$ cat src/rtl/store_agu.sv
module store_agu #(
  parameter int N_SPR = 6
) (
  input  logic                    clk,
  input  logic                    rst_n,
  input  logic                    in_vld,
  input  logic [2:0]              mode,
  input  logic [1:0]              size,
  input  logic [1:0]              push_src,
  input  logic [$clog2(N_SPR)-1:0] spr_idx,
  input  logic [31:0]             rj_val,
  input  logic [31:0]             r13_val,
  input  logic [31:0]             r14_val,
  input  logic [31:0]             r15_val,
  input  logic [31:0]             ri_val,
  input  logic [32*N_SPR-1:0]     spr_flat,
  input  logic [31:0]             ps_val,
  input  logic [7:0]              ofs8,
  input  logic [3:0]              ofs4,
  output logic                    st_vld,
  output logic [31:0]             st_addr,
  output logic [3:0]              st_be,
  output logic [31:0]             st_data,
  output logic                    st_misal,
  output logic                    st_illegal,
  output logic                    sp_we,
  output logic [31:0]             sp_val
);
  localparam int IW = $clog2(N_SPR);

  logic [31:0] base, ofs, ea, src, wd, spr_sel;
  logic [3:0]  be;
  logic        ill, mis, ok, is_push;

  assign is_push = (mode == 3'd4);

  always_comb begin
    spr_sel = '0;
    for (int k = 0; k < N_SPR; k++)
      if (spr_idx == IW'(k)) spr_sel = spr_flat[32*k +: 32];
  end

  always_comb begin
    base = rj_val;
    ofs  = '0;
    ill  = (size == 2'd3);
    case (mode)
      3'd0: base = rj_val;
      3'd1: begin base = r13_val; ofs = rj_val; end
      3'd2: begin
        base = r14_val;
        case (size)
          2'd2:    ofs = {{22{ofs8[7]}}, ofs8, 2'b00};
          2'd1:    ofs = {{23{ofs8[7]}}, ofs8, 1'b0};
          default: ofs = {{24{ofs8[7]}}, ofs8};
        endcase
      end
      3'd3: begin
        base = r15_val;
        ofs  = {26'd0, ofs4, 2'b00};
        if (size != 2'd2) ill = 1'b1;
      end
      3'd4: begin
        base = r15_val;
        ofs  = 32'hFFFF_FFFC;
        if (size != 2'd2) ill = 1'b1;
        if (push_src == 2'd3) ill = 1'b1;
        if (push_src == 2'd1 && int'(spr_idx) >= N_SPR) ill = 1'b1;
      end
      default: ill = 1'b1;
    endcase
  end

  assign ea = base + ofs;

  always_comb begin
    src = ri_val;
    if (is_push) begin
      case (push_src)
        2'd1:    src = spr_sel;
        2'd2:    src = ps_val;
        default: src = ri_val;
      endcase
    end
  end

  always_comb begin
    case (size)
      2'd0: begin
        wd = {4{src[7:0]}};
        be = 4'b1000 >> ea[1:0];
      end
      2'd1: begin
        wd = {2{src[15:0]}};
        be = ea[1] ? 4'b0011 : 4'b1100;
      end
      default: begin
        wd = src;
        be = 4'b1111;
      end
    endcase
  end

  assign mis = ((size == 2'd2) && (ea[1:0] != 2'b00)) ||
               ((size == 2'd1) && ea[0]);
  assign ok  = in_vld && !mis && !ill;

  always_ff @(posedge clk) begin
    if (!rst_n) begin
      st_vld     <= 1'b0;
      st_addr    <= '0;
      st_be      <= '0;
      st_data    <= '0;
      st_misal   <= 1'b0;
      st_illegal <= 1'b0;
      sp_we      <= 1'b0;
      sp_val     <= '0;
    end else begin
      st_vld     <= ok;
      st_addr    <= ea;
      st_be      <= ok ? be : 4'b0000;
      st_data    <= wd;
      st_misal   <= in_vld && !ill && mis;
      st_illegal <= in_vld && ill;
      sp_we      <= ok && is_push;
      sp_val     <= ea;
    end
  end
endmodule


$ cat config.mk
export PLATFORM = sky130hd
export DESIGN_NAME = store_agu
export DESIGN_NICKNAME = d
export VERILOG_FILES = /design/src/rtl/store_agu.sv
export SDC_FILE = /design/constraint.sdc
export NUM_CORES = 1
export LEC_CHECK = 0
export BUFFER_PORTS_ARGS = -buffer_cell sky130_fd_sc_hd__clkbuf_2
export CAP_MARGIN = 25
export CORE_AREA = 10 10 190 192
export CTS_CLUSTER_SIZE = 40
export DETAILED_ROUTE_END_ITERATION = 8
export DIE_AREA = 0 0 200 202
export PLACE_DENSITY = 0.56
export RECOVER_POWER = 100
export SYNTH_ARGS = -nofsm -noshare
export SYNTH_HDL_FRONTEND = slang
export SYNTH_SLANG_ARGS = --single-unit
$ cat constraint.sdc
create_clock -name clk -period 10.95 [get_ports clk]
set_clock_uncertainty 0.15 [all_clocks]
set_input_delay 0 -clock clk [delete_from_list [all_inputs] [get_ports clk]]
set_output_delay 0 -clock clk [all_outputs]
set_load 0.02 [all_outputs]
# --- Yosys cells after proc, flatten, opt, wreduce, memory -nomap -nowiden ---
# Index checks and enable logic that the tools add are counted.
totals:
  reg_bits: 72
  output_inout_bits: 104
  elab_cells: 63
op_classes:
  eq_ne: 16
  reduce_logical: 19
  magnitude_cmp: 1
  addsub: 1
  shift: 1
  n_mux: 18
op_table:
  columns: ["operator", "count"]
  rows:
  - ["32-bit 2-to-1 mux", 7]
  - ["32-bit case mux with 2 select lines", 2]
  - ["32-bit case mux with 4 select lines", 1]
  - ["32-bit case mux with 3 select lines", 1]
  - ["32-bit adder", 1]
  - ["9-bit case mux with 2 select lines", 1]
  - ["3-bit by 2-bit equality test with 1-bit output, second input constant", 4]
  - ["3-bit equality test, second input constant", 3]
  - ["1-bit logical AND", 9]
  - ["2-bit equality test, second input constant", 4]
  - ["4-bit case mux with 2 select lines", 1]
  - ["3-bit by 1-bit equality test with 1-bit output, second input constant", 2]
  - ["3-bit logical NOT", 2]
  - ["2-bit by 1-bit equality test with 1-bit output, second input constant", 2]
  - ["4-bit 2-to-1 mux", 1]
  - ["4-bit by 2-bit >> shifter with 4-bit output, first input constant", 1]
  - ["3-bit greater-or-equal comparator, second input constant", 1]
  - ["1-bit 2-to-1 mux", 3]
  - ["1-bit case mux with 3 select lines", 1]
  - ["3-bit OR reduction", 1]
  - ["1-bit logical NOT", 2]
  - ["2-bit logical NOT", 1]
  - ["2-bit inequality test, second input constant", 1]
  - ["2-bit AND reduction", 1]
  - ["3 further kinds", 3]

# --- Longest topological paths before layout ---
# Gate-level depths: netlist (run 1).
depth:
  ltp_word: 11
  mapped_depth: 18
  ltp_nobuf: 17

# --- Worst setup path after synthesis (run 1) ---
# Ideal clock, no wire load.
synth_timing:
  kind: "input port to flip-flop"
  start: "input port mode[1]"
  end: "register sp_val[30]"
  setup_slack_ps: 7318
  t_arrival_ps: 3417
  stages: 17
  path_buffers: 3
  setup_ps: 64
  path_cell_list: "buf_1 > buf_2 > clkbuf_1 > nor4bb_1 > a21oi_1 > nor2_1 > ha_1 > inv_1 > fa_1 > nor2b_1 > o211ai_1 > a21oi_1 > nor4_2 > nor3_2 > o2111ai_1 > a2111o_1 > nand4_1"
synth_via:
  elab_chain_cells: 4
synth_lines:
  columns: ["item", "line_no", "text"]
  rows:
  - ["start, declared", "7", "input logic [2:0] mode,"]
  - ["3-bit equality test or 3-bit by 2-bit equality test with 1-bit output (tied branches)", "47", "case (mode)"]
  - ["2-bit OR reduction (no source line)", null, null]
  - ["32-bit case mux with 3 select lines", "47", null]
  - ["32-bit adder *", "74", "assign ea = base + ofs;"]
  - ["end signal, assigned", "117", "sp_val <= '0;"]
  - ["end signal, assigned", "126", "sp_val <= ea;"]
  - ["end, declared", "27", "output logic [31:0] sp_val"]
# Mark *: on every way between the ends. The rest lies on a longest branch, timed or not.
# A chain may end at the register's enable or synchronous reset.

# --- Final worst setup path (run 1) ---
layout_timing:
  start: "input port mode[1]"
  end: "register sp_val[29]"
# Same word-level chain as after synthesis.

==> reports/metrics.cfg, run 1 <==
[outcome]
status=finished with violations
violations=hold timing, capacitance limit, slew limit

[finish]
fin_area_mm2=0.0112
instances_no_fill=1887
layout_commonest_cell=clkbuf_2
area_growth_pct=38.7
final_nets=1881
drive_gt1_frac=0.353
layout_common_cells=clkbuf_2 (407), clkbuf_1 (109), nor2_1 (90)
final_util=0.347

[routing]
first_pass_iters=5
drc=0
wl_um=44000
routedWlPerCell_um=23.3
drt-initial-drc-count=643
dr_total_vias=9702
ant_nets=0
vias_per_cell=5.14

[pwr]
p_leak_nw=5.28
powerDensity_mw_per_mm2=107
peakVddDrop_v=0.0000621

[cts]
cts_tree=done
cts_root_buffer=clkbuf_16
postCtsHoldBufs=28
cts_buffers=9
h-tree-depth=3
clock_sinks=72
post_cts_resized=0
clock_path_buffers=2
cts_setup_buffers=0
path_clk_slew_ns=0.07

[logic_synthesis]
yosys-top-cells-area=dfxtp_1 (18%), mux4_2 (16%), mux2i_1 (7.8%)
yosysWarnings=0
synth-seq-cells=72
synth_top_cell_by_area=dfxtp_1
synthDistinctLibCells=70
synth-edff-count=0
seq_area_frac_synth=0.178
synth-async-reset-ratio=0
synth_cells=970
ys.flop_type=dfxtp_1
synthesis.nets=1420
syn_area_mm2=0.00808
synth_top_area_share=0.178
postSynthAreaPerCell_um2=8.33

[worst_setup_path]
worstPathMaxFanout=50
critPathLaunchType=primary input
crit_path_end_kind=flop
worstPathRequired_ns=10.98
cp.arrival_ns=6.74
timing_worst_setup_path_type=primary input to flop

[timing]
fin_crit_ns=6.72
post-route-period-util=0.613
slew_headroom=-1.26
slew_violations=85
setup_viol=0
rsz0062_at_grt=no
final-hold-violation-count=1
max_freq_mhz=149
tightest_slew_ns=3.39
worst_hold_slack_ns=-0.000889
worst_slack_ns=4.23
final.setup.tns_ns=0

[floorplan]
ioPinCount=513
die_height_um=202
fp-row-count=66
die-area_mm2=0.0404
start_util=0.250
core_region_area_mm2=0.0323
die_w_um=200

[placed_design]
placedInstanceArea_mm2=0.0107
place_ws_ns=6.51
place_inst=1833
io_buffers=512
place_congestion=0.909
hpwl_um=37700

[worst_hold_path]
min_from=ri_val[31]
min-delay-path-class=primary input to flop
min_to=st_data[31]
holdPathStages=3

[global_route]
grt_max_degree=81
grtUsageTotal=0.208
antenna_found_initial=7
first_global_vias=10200
grt_remaining_overflow=0
grt_pass1_wl_um=64400

[run]
max-cap-violations=2

worst max-delay path, stage by stage:
cell and delay (ns):
clkbuf_2 0.07, clkbuf_1 2.39, nor2_4 -0.06, clkbuf_1 0.97, nand2_1 0.59, o21ai_0 0.19, ha_1 0.39, o211ai_1 0.09
o21ai_0 0.37, o221ai_1 0.25, a21oi_1 0.42, a22oi_1 0.26, o311ai_2 0.39, mux2i_1 0.23, o311ai_0 0.13
sequential cells by signal, indices dropped and copies added (netlist names):
register	count
sp_val	32
sp_we	1
st_be	4
st_data	32
st_illegal	1
st_misal	1
st_vld	1
worst max-delay path by stage:
stage / startpoint / end
after global routing: mode[1] / sp_val[29]
final: mode[1] / sp_val[29]
after floorplan: mode[1] / sp_val[30]
after global placement: mode[0] / sp_val[23]
after CTS: mode[0] / sp_val[23]
after detailed placement: mode[0] / sp_val[23]
per-stage QoR:
stage               power, mW  hold WS, ns
finish                   1.20    -0.000889
global route             1.27       0.0268
CTS                      1.22      0.00700
detailed placement      0.891       0.0831
global placement        0.886       0.0777
floorplan               0.692      -0.0362
cell type report:
cell class	instances	area, um2
Fill cell	3559	21100
Multi-Input combinational cell	764	5960
Timing Repair Buffer	555	2820
Sequential cell	72	1440
Tap cell	442	553
Clock buffer	9	225
Inverter	29	109
Clock inverter	7	83.8
Antenna cell	9	22.5
synthesized netlist by cell type, drive strengths merged (19+ instances only):
library cell  count
buf              59
o22ai            19
mux4             58
ha               40
o21ai            90
a21o             34
inv              29
dfxtp            72
nor3             20
a21oi            80
clkbuf           46
nand2            72
nor2             92
mux2i            63
power by group:
group	switching (mW)	internal (mW)	total, mW
Combinational	0.330	0.232	0.562
Sequential	0.0249	0.295	0.320
Clock	0.133	0.181	0.314
layer usage:
metal | wire [um] | share of wire | GRT usage
met1 | 17300 | 0.39 | 0.237
met2 | 22500 | 0.51 | 0.374
met3 | 3080 | 0.070 | 0.0392
met4 | 1180 | 0.027 | 0.0747
met5 | 0 | 0 | 0
logic make-up (layout without fill, tap and decap cells):
kind of cell             Yosys count  count (layout)  share of synthesized area
XOR/XNOR                           9               9                    0.00975
adder cells (fa/ha/maj)           41              41                     0.0644
buffers and inverters            134             600                     0.0831
other                              0               9                          0
AND/OR/NAND/NOR                  249             249                      0.143
flip-flops                        72              72                      0.178
multiplexers                     126             126                      0.247
AO/OA/AOI/OAI                    339             339                      0.275
No activity file was read; power rests on OpenSTA's default activity.
==> run 2: changes to the inputs <==
--- a/config.mk
+++ b/config.mk
@@ -7,11 +7,11 @@
 export LEC_CHECK = 0
 export BUFFER_PORTS_ARGS = -buffer_cell sky130_fd_sc_hd__clkbuf_2
 export CAP_MARGIN = 25
-export CORE_AREA = 10 10 190 192
+export CORE_AREA = 10 10 194 196
 export CTS_CLUSTER_SIZE = 40
 export DETAILED_ROUTE_END_ITERATION = 8
-export DIE_AREA = 0 0 200 202
-export PLACE_DENSITY = 0.56
+export DIE_AREA = 0 0 204 206
+export PLACE_DENSITY = 0.54
 export RECOVER_POWER = 100
 export SYNTH_ARGS = -nofsm -noshare
 export SYNTH_HDL_FRONTEND = slang
==> constraint.sdc (replaced) <==
create_clock -name clk -period 6.45 [get_ports clk]
set_clock_uncertainty 0.15 [all_clocks]
set_input_delay 0 -clock clk [delete_from_list [all_inputs] [get_ports clk]]
set_output_delay 0 -clock clk [all_outputs]
set_load 0.02 [all_outputs]
==> run 2 against run 1 <==
Compared with the run above:
- the run ends with capacitance limit, slew limit left
- first-iteration DRC count down 10%
- highest routed layer is now met5
- clock power is 71% higher
- worst hold slack improved by 0.013 ns
- combinational power is 69% higher
- non-clock buffer count rose by 2
==> reports/metrics.cfg, run 2 (same netlist as run 1, synthesis figures left out) <==
[timing]
slew_violations=82  ; -3.5%
slew_headroom=-0.572  ; +0.688
final.setup.tns_ns=0  ; unchanged
worst_hold_slack_ns=0.0120  ; +0.0129 ns
post-route-period-util=0.749
setup_viol=0  ; unchanged
max_freq_mhz=207
final-hold-violation-count=0  ; -1
tightest_slew_ns=2.36  ; -1.03 ns
worst_slack_ns=1.62  ; -2.62 ns
rsz0062_at_grt=no
fin_crit_ns=4.83

[routing]
first_pass_iters=5  ; unchanged
dr_total_vias=9660  ; -0.43%
routedWlPerCell_um=23.9  ; +2.5%
drt-initial-drc-count=576  ; -10%
wl_um=45500  ; +3.2%
drc=0  ; unchanged
ant_nets=0  ; unchanged
vias_per_cell=5.08  ; -1.1%

[finish]
area_growth_pct=38.8  ; about the same
final_nets=1883  ; +0.11%
drive_gt1_frac=0.351  ; -0.00188
layout_commonest_cell=clkbuf_2
reg.largest.list=sp_val (32), st_data (32), st_be (4)
layout_common_cells=clkbuf_2 (405), clkbuf_1 (108), nor2_1 (90), o21ai_0 (90), a21oi_1 (80)

[floorplan]
start_util=0.238  ; -0.0122
fp-row-count=68  ; +3.0%
die-area_mm2=0.0420  ; +4.0%
core_region_area_mm2=0.0339  ; +5.1%
die_w_um=204  ; +2.0%
ioPinCount=513  ; unchanged
die_height_um=206  ; +2.0%

[cts]
post_cts_resized=0  ; unchanged
cts_tree=done
h-tree-depth=3  ; unchanged
cts_root_buffer=clkbuf_16
clock_sinks=72  ; unchanged
clock_path_buffers=2  ; unchanged
cts_buffers=9  ; unchanged
cts_setup_buffers=0  ; unchanged
path_clk_slew_ns=0.07  ; about the same

[global_route]
grtUsageTotal=0.203  ; -0.00514
first_global_vias=10100  ; -0.59%
grt_max_degree=58  ; -28%
grt_remaining_overflow=0  ; unchanged
antenna_found_initial=6  ; -1
grt_pass1_wl_um=64700  ; +0.44%

[worst_setup_path]
critPathLaunchType=primary input
slowest_delay_ns=1.13  ; -1.26 ns
critPathSlowestCell=clkbuf_1
worstPathMaxFanout=41  ; -18%
crit_top_cell=dlygate4sd3_1
timing.critical_path.buf_inv=4  ; +1
path_cells=clkbuf_1, buf_4, nand2_1, or2_0, a221o_1, o21ai_0, dlygate4sd3_1, o22ai_1, dlygate4sd3_1
worstPathRequired_ns=6.53  ; -4.45 ns
cp.arrival_ns=4.91  ; -1.83 ns
crit_family=buffers and inverters
timing_worst_setup_path_type=primary input to flop
crit_path_end_kind=flop

[outcome]
status=finished with violations
violations=capacitance limit, slew limit

[placed_design]
place_congestion=0.934  ; +2.7%
hpwl_um=39100  ; +3.7%
io_buffers=512  ; unchanged
place_ws_ns=2.10  ; -4.41 ns

[pwr]
total_power_mw=2.03  ; +70%
p_leak_nw=5.28  ; about the same
peakVddDrop_v=0.000100  ; +61%
powerDensity_mw_per_mm2=181  ; +70%

[worst_hold_path]
min-delay-path-class=primary input to flop

[run]
max-cap-violations=2  ; unchanged

==> run 2: where the power goes <==
part,internal (mW),leakage [nW],switching [mW],total [mW]
registers,0.501,0.598,0.0435,0.544
clock network,0.308,0.149,0.231,0.538
logic,0.390,4.53,0.559,0.949
total,1.20,5.28,0.833,2.03
==> run 2: worst paths after layout <==
check  startpoint          end  slack (ns)  cells past startpoint
min    ri_val[11]  st_data[11]        0.01                      4
max       mode[2]  st_data[23]        1.62                      9
==> run 2: through the flow <==
| stage | util | cell area, um2 | cells |
|---|---|---|---|
| 3_5_place_dp | 0.318 | 10800 | 1848 |
| 3_3_place_gp | 0.317 | 10800 | 1846 |
| 6_report | 0.330 | 11200 | 1900 |
| 5_1_grt | 0.330 | 11200 | 1897 |
| 2_1_floorplan | - | 8080 | 970 |
| 4_1_cts | 0.335 | 11400 | 1893 |
==> run 2: per-layer routing <==
metal | vias up | wire (um) | GRT usage
met4 | 2 | 1350 | 0.0727
met5 | - | 13 | 0
met1 | 4590 | 17600 | 0.225
met3 | 51 | 3330 | 0.0528
met2 | 425 | 23100 | 0.366
li1 | 4592 | - | -
==> run 2: what timing repair did <==
action | in CTS | in global routing
hold endpoints to repair | 21 | 0
setup endpoints to repair | 0 | 0
hold buffers | 29 | 0
==> run 2: layout make-up <==
| cell class | instances | area (um2) |
|---|---|---|
| inverter | 29 | 109 |
| fill | 3717 | 22700 |
| tap | 455 | 569 |
| sequential | 72 | 1440 |
| clock buffer | 9 | 225 |
| multi-input combinational | 764 | 5940 |
| timing repair buffer | 557 | 2830 |
| antenna | 7 | 17.5 |
| clock inverter | 7 | 83.8 |
==> run 2: tightest hold or removal path: stages <==
cell and delay (ns):
clkbuf_2 0.07, a21oi_1 0.11, o22a_1 0.19, nor2_1 0.09
